## config.mk

```make
export PLATFORM = sky130hd
export DESIGN_NAME = sct_reg_bank
export DESIGN_NICKNAME = d
export VERILOG_FILES = /design/src/rtl/sct_pkg.sv /design/src/rtl/sct_addr_decode.sv /design/src/rtl/sct_reg_word.sv /design/src/rtl/sct_reg_bank.sv
export SDC_FILE = /design/constraint.sdc
export NUM_CORES = 1
export LEC_CHECK = 0
export CAP_MARGIN = 5
export CORE_MARGIN = 2
export CORE_UTILIZATION = 30
export CTS_CLUSTER_SIZE = 10
export DETAILED_ROUTE_END_ITERATION = 7
export GPL_TIMING_DRIVEN = 0
export SLEW_MARGIN = 20
export SYNTH_ARGS = -nofsm -noshare
export SYNTH_HDL_FRONTEND = slang
export SYNTH_SLANG_ARGS = --single-unit
```

## constraint.sdc

```tcl
create_clock -name clk_i -period 1.6 [get_ports clk_i]
set_input_delay 0.32 -clock clk_i [delete_from_list [all_inputs] [get_ports clk_i]]
set_output_delay 0.32 -clock clk_i [all_outputs]
set_load 0.005 [all_outputs]
```

## src/rtl/sct_pkg.sv

```systemverilog
package sct_pkg;
  typedef enum logic [1:0] {
    OP_WRITE = 2'b00,
    OP_SET   = 2'b01,
    OP_CLR   = 2'b10,
    OP_TOG   = 2'b11
  } sct_op_e;

  function automatic logic [31:0] sct_apply(sct_op_e op, logic [31:0] cur, logic [31:0] d);
    case (op)
      OP_WRITE: sct_apply = d;
      OP_SET:   sct_apply = cur | d;
      OP_CLR:   sct_apply = cur & ~d;
      default:  sct_apply = cur ^ d;
    endcase
  endfunction
endpackage

```

## src/rtl/sct_addr_decode.sv

```systemverilog
module sct_addr_decode #(
  parameter int SLOT_W   = 8,
  parameter int NUM_REGS = 8
) (
  input  logic [SLOT_W-1:0] slot_bits_i,
  input  logic [1:0]        align_bits_i,
  output logic              legal_o
);
  // slot must exist and access must be word aligned
  assign legal_o = (align_bits_i == 2'b00) && (32'(slot_bits_i) < NUM_REGS);
endmodule

```

## src/rtl/sct_reg_word.sv

```systemverilog
module sct_reg_word
  import sct_pkg::*;
#(
  parameter logic [31:0] RST_VAL = '0
) (
  input  logic        clk_i,
  input  logic        rst_ni,
  input  logic        we_i,
  input  sct_op_e     op_i,
  input  logic [31:0] data_i,
  output logic [31:0] q_o
);
  always_ff @(posedge clk_i or negedge rst_ni) begin
    if (!rst_ni)   q_o <= RST_VAL;
    else if (we_i) q_o <= sct_apply(op_i, q_o, data_i);
  end
endmodule

```

## src/rtl/sct_reg_bank.sv

```systemverilog
module sct_reg_bank
  import sct_pkg::*;
#(
  parameter int NUM_REGS = 8,
  parameter int DATA_W   = 32,
  parameter int ADDR_W   = 12,
  parameter logic [NUM_REGS*DATA_W-1:0] RST_VALS = '0
) (
  input  logic              clk_i,
  input  logic              rst_ni,
  input  logic              wr_en_i,
  input  logic [ADDR_W-1:0] wr_addr_i,
  input  logic [DATA_W-1:0] wr_data_i,
  input  logic              rd_en_i,
  input  logic [ADDR_W-1:0] rd_addr_i,
  output logic [DATA_W-1:0] rd_data_o,
  output logic              err_o
);
  localparam int SLOT_W = ADDR_W - 4;

  logic [SLOT_W-1:0] wr_slot, rd_slot;
  logic              wr_ok, rd_ok;
  sct_op_e           wr_op;
  logic [NUM_REGS-1:0][DATA_W-1:0] reg_q;
  logic [DATA_W-1:0] rd_mux;
  logic              unused_rd_alias;

  assign wr_slot = wr_addr_i[ADDR_W-1:4];
  assign rd_slot = rd_addr_i[ADDR_W-1:4];
  assign wr_op   = sct_op_e'(wr_addr_i[3:2]);
  // read ignores the operation alias
  assign unused_rd_alias = ^rd_addr_i[3:2];

  sct_addr_decode #(.SLOT_W(SLOT_W), .NUM_REGS(NUM_REGS)) u_wr_dec (
    .slot_bits_i(wr_slot), .align_bits_i(wr_addr_i[1:0]), .legal_o(wr_ok));
  sct_addr_decode #(.SLOT_W(SLOT_W), .NUM_REGS(NUM_REGS)) u_rd_dec (
    .slot_bits_i(rd_slot), .align_bits_i(rd_addr_i[1:0]), .legal_o(rd_ok));

  for (genvar i = 0; i < NUM_REGS; i++) begin : g_reg
    sct_reg_word #(.RST_VAL(RST_VALS[i*DATA_W +: DATA_W])) u_word (
      .clk_i  (clk_i),
      .rst_ni (rst_ni),
      .we_i   (wr_en_i && wr_ok && (wr_slot == SLOT_W'(i))),
      .op_i   (wr_op),
      .data_i (wr_data_i),
      .q_o    (reg_q[i])
    );
  end

  always_comb begin
    rd_mux = '0;
    for (int i = 0; i < NUM_REGS; i++)
      if (rd_ok && rd_slot == SLOT_W'(i)) rd_mux = reg_q[i];
  end

  always_ff @(posedge clk_i or negedge rst_ni) begin
    if (!rst_ni) begin
      rd_data_o <= '0;
      err_o     <= 1'b0;
    end else begin
      if (rd_en_i) rd_data_o <= rd_mux;
      err_o <= (wr_en_i && !wr_ok) || (rd_en_i && !rd_ok);
    end
  end


  set_bits_chk: assert property (@(posedge clk_i) disable iff (!rst_ni)
    (wr_en_i && wr_ok && wr_op == OP_SET) |=>
      ((reg_q[$past(wr_slot)] & $past(wr_data_i)) == $past(wr_data_i)));

  clr_bits_chk: assert property (@(posedge clk_i) disable iff (!rst_ni)
    (wr_en_i && wr_ok && wr_op == OP_CLR) |=>
      ((reg_q[$past(wr_slot)] & $past(wr_data_i)) == '0));

  tog_bits_chk: assert property (@(posedge clk_i) disable iff (!rst_ni)
    (wr_en_i && wr_ok && wr_op == OP_TOG) |=>
      ((reg_q[$past(wr_slot)] ^ $past(reg_q[wr_slot])) == $past(wr_data_i)));

  ill_wr_err_chk: assert property (@(posedge clk_i) disable iff (!rst_ni)
    (wr_en_i && !wr_ok) |=> err_o);

  ill_wr_hold_chk: assert property (@(posedge clk_i) disable iff (!rst_ni)
    (wr_en_i && !wr_ok) |=> $stable(reg_q));

  err_cause_chk: assert property (@(posedge clk_i) disable iff (!rst_ni)
    err_o |-> $past(wr_en_i || rd_en_i));

  rd_hold_chk: assert property (@(posedge clk_i) disable iff (!rst_ni)
    !rd_en_i |=> $stable(rd_data_o));
endmodule

```

==> results.sh <==
export IMPL_mostFrequentLayoutCells="ha_1, dfrtp_1, a21oi_1"
export IMPL_final_hold_viol_count=0
export IMPL_core_rowCount=108
export IMPL_die_x_um=299
export IMPL_yosysTopAreaCell="dfrtp_1"
export IMPL_num_vias=24400
export IMPL_p_clk_share_pct=43.1
export IMPL_cts_buffers=39
export IMPL_cp_data_arrival_time_ps=2290
export IMPL_synth_warnings=0
export IMPL_slowest_stage="or4_4"
export IMPL_area_growth_pct=34.9
export IMPL_fin_nets=3617
export IMPL_dr_first_iter_drc_count=2705
export IMPL_cts_sinks=289
export IMPL_fin_crit_sh_pct=115
export IMPL_grt_use_total_pct=23.3
export IMPL_clk_latency_ps=590
export IMPL_start_util_pct=30.2
export IMPL_worstPathRequired_ps=2060
export IMPL_syn_inst=2763
export IMPL_switching_share_pct=31.5
export IMPL_rsz0062_at_grt="yes"
export IMPL_die_h_um=299
export IMPL_synth_mux_area_share_pct=13.5
export IMPL_post_route_drc_count=0
export IMPL_ir_drop_v=0.000643
export IMPL_p_sw_mw=6.47
export IMPL_r2r_slack_ps=-30
export IMPL_htreeDepth=2
export IMPL_viasPerCell=5.78
export IMPL_violations="negative setup slack"
export IMPL_synth_top_cell_area_share_pct=27.6
export IMPL_synth_compound_area_share_pct=22.4
export IMPL_slew_viol_final=0
export IMPL_outcome="complete, but fails checks"
export IMPL_synth_xor_area_share_pct=0
export IMPL_relSlewSlack_pct=41.1
export IMPL_cts_root_buf="clkbuf_16"
export IMPL_critical_path_max_stage_delay_ps=440
export IMPL_combinationalPowerShare_pct=20.4
export IMPL_gp_congestion=0.890
export IMPL_yosysUniqueCellTypes=47
export IMPL_leakagePower_nw=15.5
export IMPL_ant_nets=0
export IMPL_power_density_nw_per_um2=581
export IMPL_routedWlPerCell_um=26.6
export IMPL_multi_input_area_um2=19000
export IMPL_synthArstFlopShare_pct=100
export IMPL_internal_power_mw=14.1
export IMPL_die_area_um2=89700
export IMPL_hold_ws_ps=60.9
export IMPL_end_kind="register"
export IMPL_drt_wl_total_mm=112
export IMPL_layout_commonest_cell="ha_1"
export IMPL_io_pins=93
export IMPL_cp_max_fo=6
export IMPL_start_kind="primary input"
export IMPL_place_area_um2=29500
export IMPL_path_cells="buf_6 -> nor4_4 -> nand4b_4 -> buf_6 -> or4_4 -> buf_12 -> buf_12 -> buf_4 -> a211oi_2 -> a21oi_2"
export IMPL_clock_path_buffers=3
export IMPL_fmax_ghz=0.545
export IMPL_critPathKind="primary input to register"
export IMPL_synth_edf_count=0
export IMPL_syn_avg_cell_area_um2=9.48
export IMPL_finalSetupViolCount=273
export IMPL_hold_path_depth=5
export IMPL_syn_cell_area_um2=26200
export IMPL_antenna_found_initial=3
export IMPL_grt_overflow_total=0
export IMPL_dr_pass1_iters=6
export IMPL_min_from="wr_addr_i[8]"
export IMPL_numPortBuffers=86
export IMPL_synthAdderAreaFrac_pct=24.5
export IMPL_synth_simple_area_share_pct=4.66
export IMPL_fin_area_um2=35300
export IMPL_synth_ff_type="dfrtp_1"
export IMPL_grt_pass1_vias=23300
export IMPL_core_um2=86600
export IMPL_grt_pass1_wl_mm=157
export IMPL_skew_ps=22.1
export IMPL_post_dp_hpwl_mm=70.8
export IMPL_worst_pin_slew_ps=883
export IMPL_regToRegStartpoint="g_reg[3].u_word.q_o[19]"
export IMPL_fin_ws_ps=-236
export IMPL_seqCellArea_um2=7240
export IMPL_reg2regPathDepth=4
export IMPL_ys_seq_elements=289
export IMPL_min_path_type="primary input to register"
export IMPL_synthTopCellsByArea="dfrtp_1, ha_1, mux2_2"
export IMPL_cts_tree="built"
export IMPL_syn_nets=3335
export IMPL_fillers=8155
export IMPL_cap_violations=0
export IMPL_layout_drive_gt1_share_pct=37.2
export IMPL_ys_seq_area_share_pct=27.6
export IMPL_path_clk_slew_ps=60
export IMPL_synth_top_family_by_area="adder cells"
export IMPL_pwr_share_seq_pct=36.5
export IMPL_min_to="err_o"
export IMPL_period_needed_ps=1840
export IMPL_grt_max_degree=88
export IMPL_r2r_end="rd_data_o[19]"
-- power groups by stage --
| stage | Sequential (mW) | Clock, mW | Combinational (mW) |
|---|---|---|---|
| after detailed placement | 7.61 | 0 | 3.58 |
| after floorplan | 7.59 | 0 | 2.18 |
| final | 7.50 | 8.86 | 4.19 |
| after global placement | 7.62 | 0 | 3.47 |
| after global routing | 7.51 | 9.15 | 4.47 |
| after CTS | 7.49 | 8.88 | 3.85 |
-- area by class of cell --
class	instances	share of cell area [%]
diodes	2	0.0142
well taps	1155	4.09
inverters	291	3.44
clock buffers	60	3.30
clock inverters	4	0.138
repair buffers	249	9.35
flip-flops and latches	289	20.5
plain buffers	195	5.29
multi-input cells	1980	53.9
-- worst max-delay path: cells and delay by family --
family,cells,cell delay (ps)
AO/OA/AOI/OAI,2,200
buffers and inverters,5,750
AND/OR/NAND/NOR,3,1000
-- worst max-delay path by stage --
stage               cells after the start  slack [ps]                      to           from
global route                           10        -280  g_reg[0].u_word.q_o[0]   wr_addr_i[8]
global placement                        1      -14280           rd_data_o[17]         rst_ni
finish                                 10        -240  g_reg[0].u_word.q_o[1]   wr_addr_i[8]
detailed placement                      6       -2080           rd_data_o[15]   rd_addr_i[5]
floorplan                               7        -380           rd_data_o[25]  rd_addr_i[10]
CTS                                     9        -150  g_reg[0].u_word.q_o[0]  wr_addr_i[10]
-- Yosys cell counts (2+ instances only) --
cell and count:
nor3_2 4, a211oi_1 377, nand2b_1 4, clkbuf_1 171
o21ai_1 31, a22oi_2 19, nor4_1 2, nand2_1 11
o22ai_1 4, a22oi_1 12, inv_1 290, nor3_1 2
mux2_2 256, o21a_1 4, mux2i_1 8, a21oi_1 416
ha_1 512, dfrtp_1 289, buf_1 12, nor2_1 198
a221oi_1 6, or3_1 4, mux4_2 25, buf_6 6
and3_1 25, buf_2 13, nor4_4 3, o21ai_0 14
o221ai_1 27
-- kinds of logic (layout without fill, tap and decap cells) --
logic type | Yosys count | in the layout
DFF | 289 | 289
and+or+nand+nor | 262 | 263
buffers and inverters | 495 | 799
other | 0 | 2
adders and majority gates | 512 | 512
muxes | 289 | 289
AOI/OAI and AO/OA | 916 | 916
-- routing by layer --
layer / track usage (%) / vias up / part of all wire (%)
li1: - / 10600 / -
met1: 31.1 / 12300 / 41
met2: 35.6 / 1235 / 44
met3: 5.28 / 325 / 10
met4: 10.9 / 2 / 5.1
met5: 0 / - / 0.0098
-- registers in the layout, indices dropped and copies added, names as in the netlist --
register,flops
g.u_word.q_o,256
rd_data_o,32
err_o,1
-- what timing repair did --
item,4_1_cts,5_1_grt
hold buffers,1,0
resized for setup,459,459
endpoints found under the setup margin,321,361
setup buffers,94,34
pin swaps,24,27
cloned,10,20
hold endpoints to repair,55,0
-- metrics by stage --
step	cells	setup WS, ps	utilization [%]	TNS (ps)	power [mW]
6_report	4225	-236	40.8	-28740	20.6
2_1_floorplan	2763	-383	-	-69590	9.77
3_5_place_dp	4010	-2080	34.1	-402330	11.2
5_1_grt	4223	-281	40.8	-38260	21.1
4_1_cts	4173	-149	38.0	-6090	20.2
3_3_place_gp	4004	-14280	34.0	-4516850	11.1
Power figures use the tool's default switching activity.
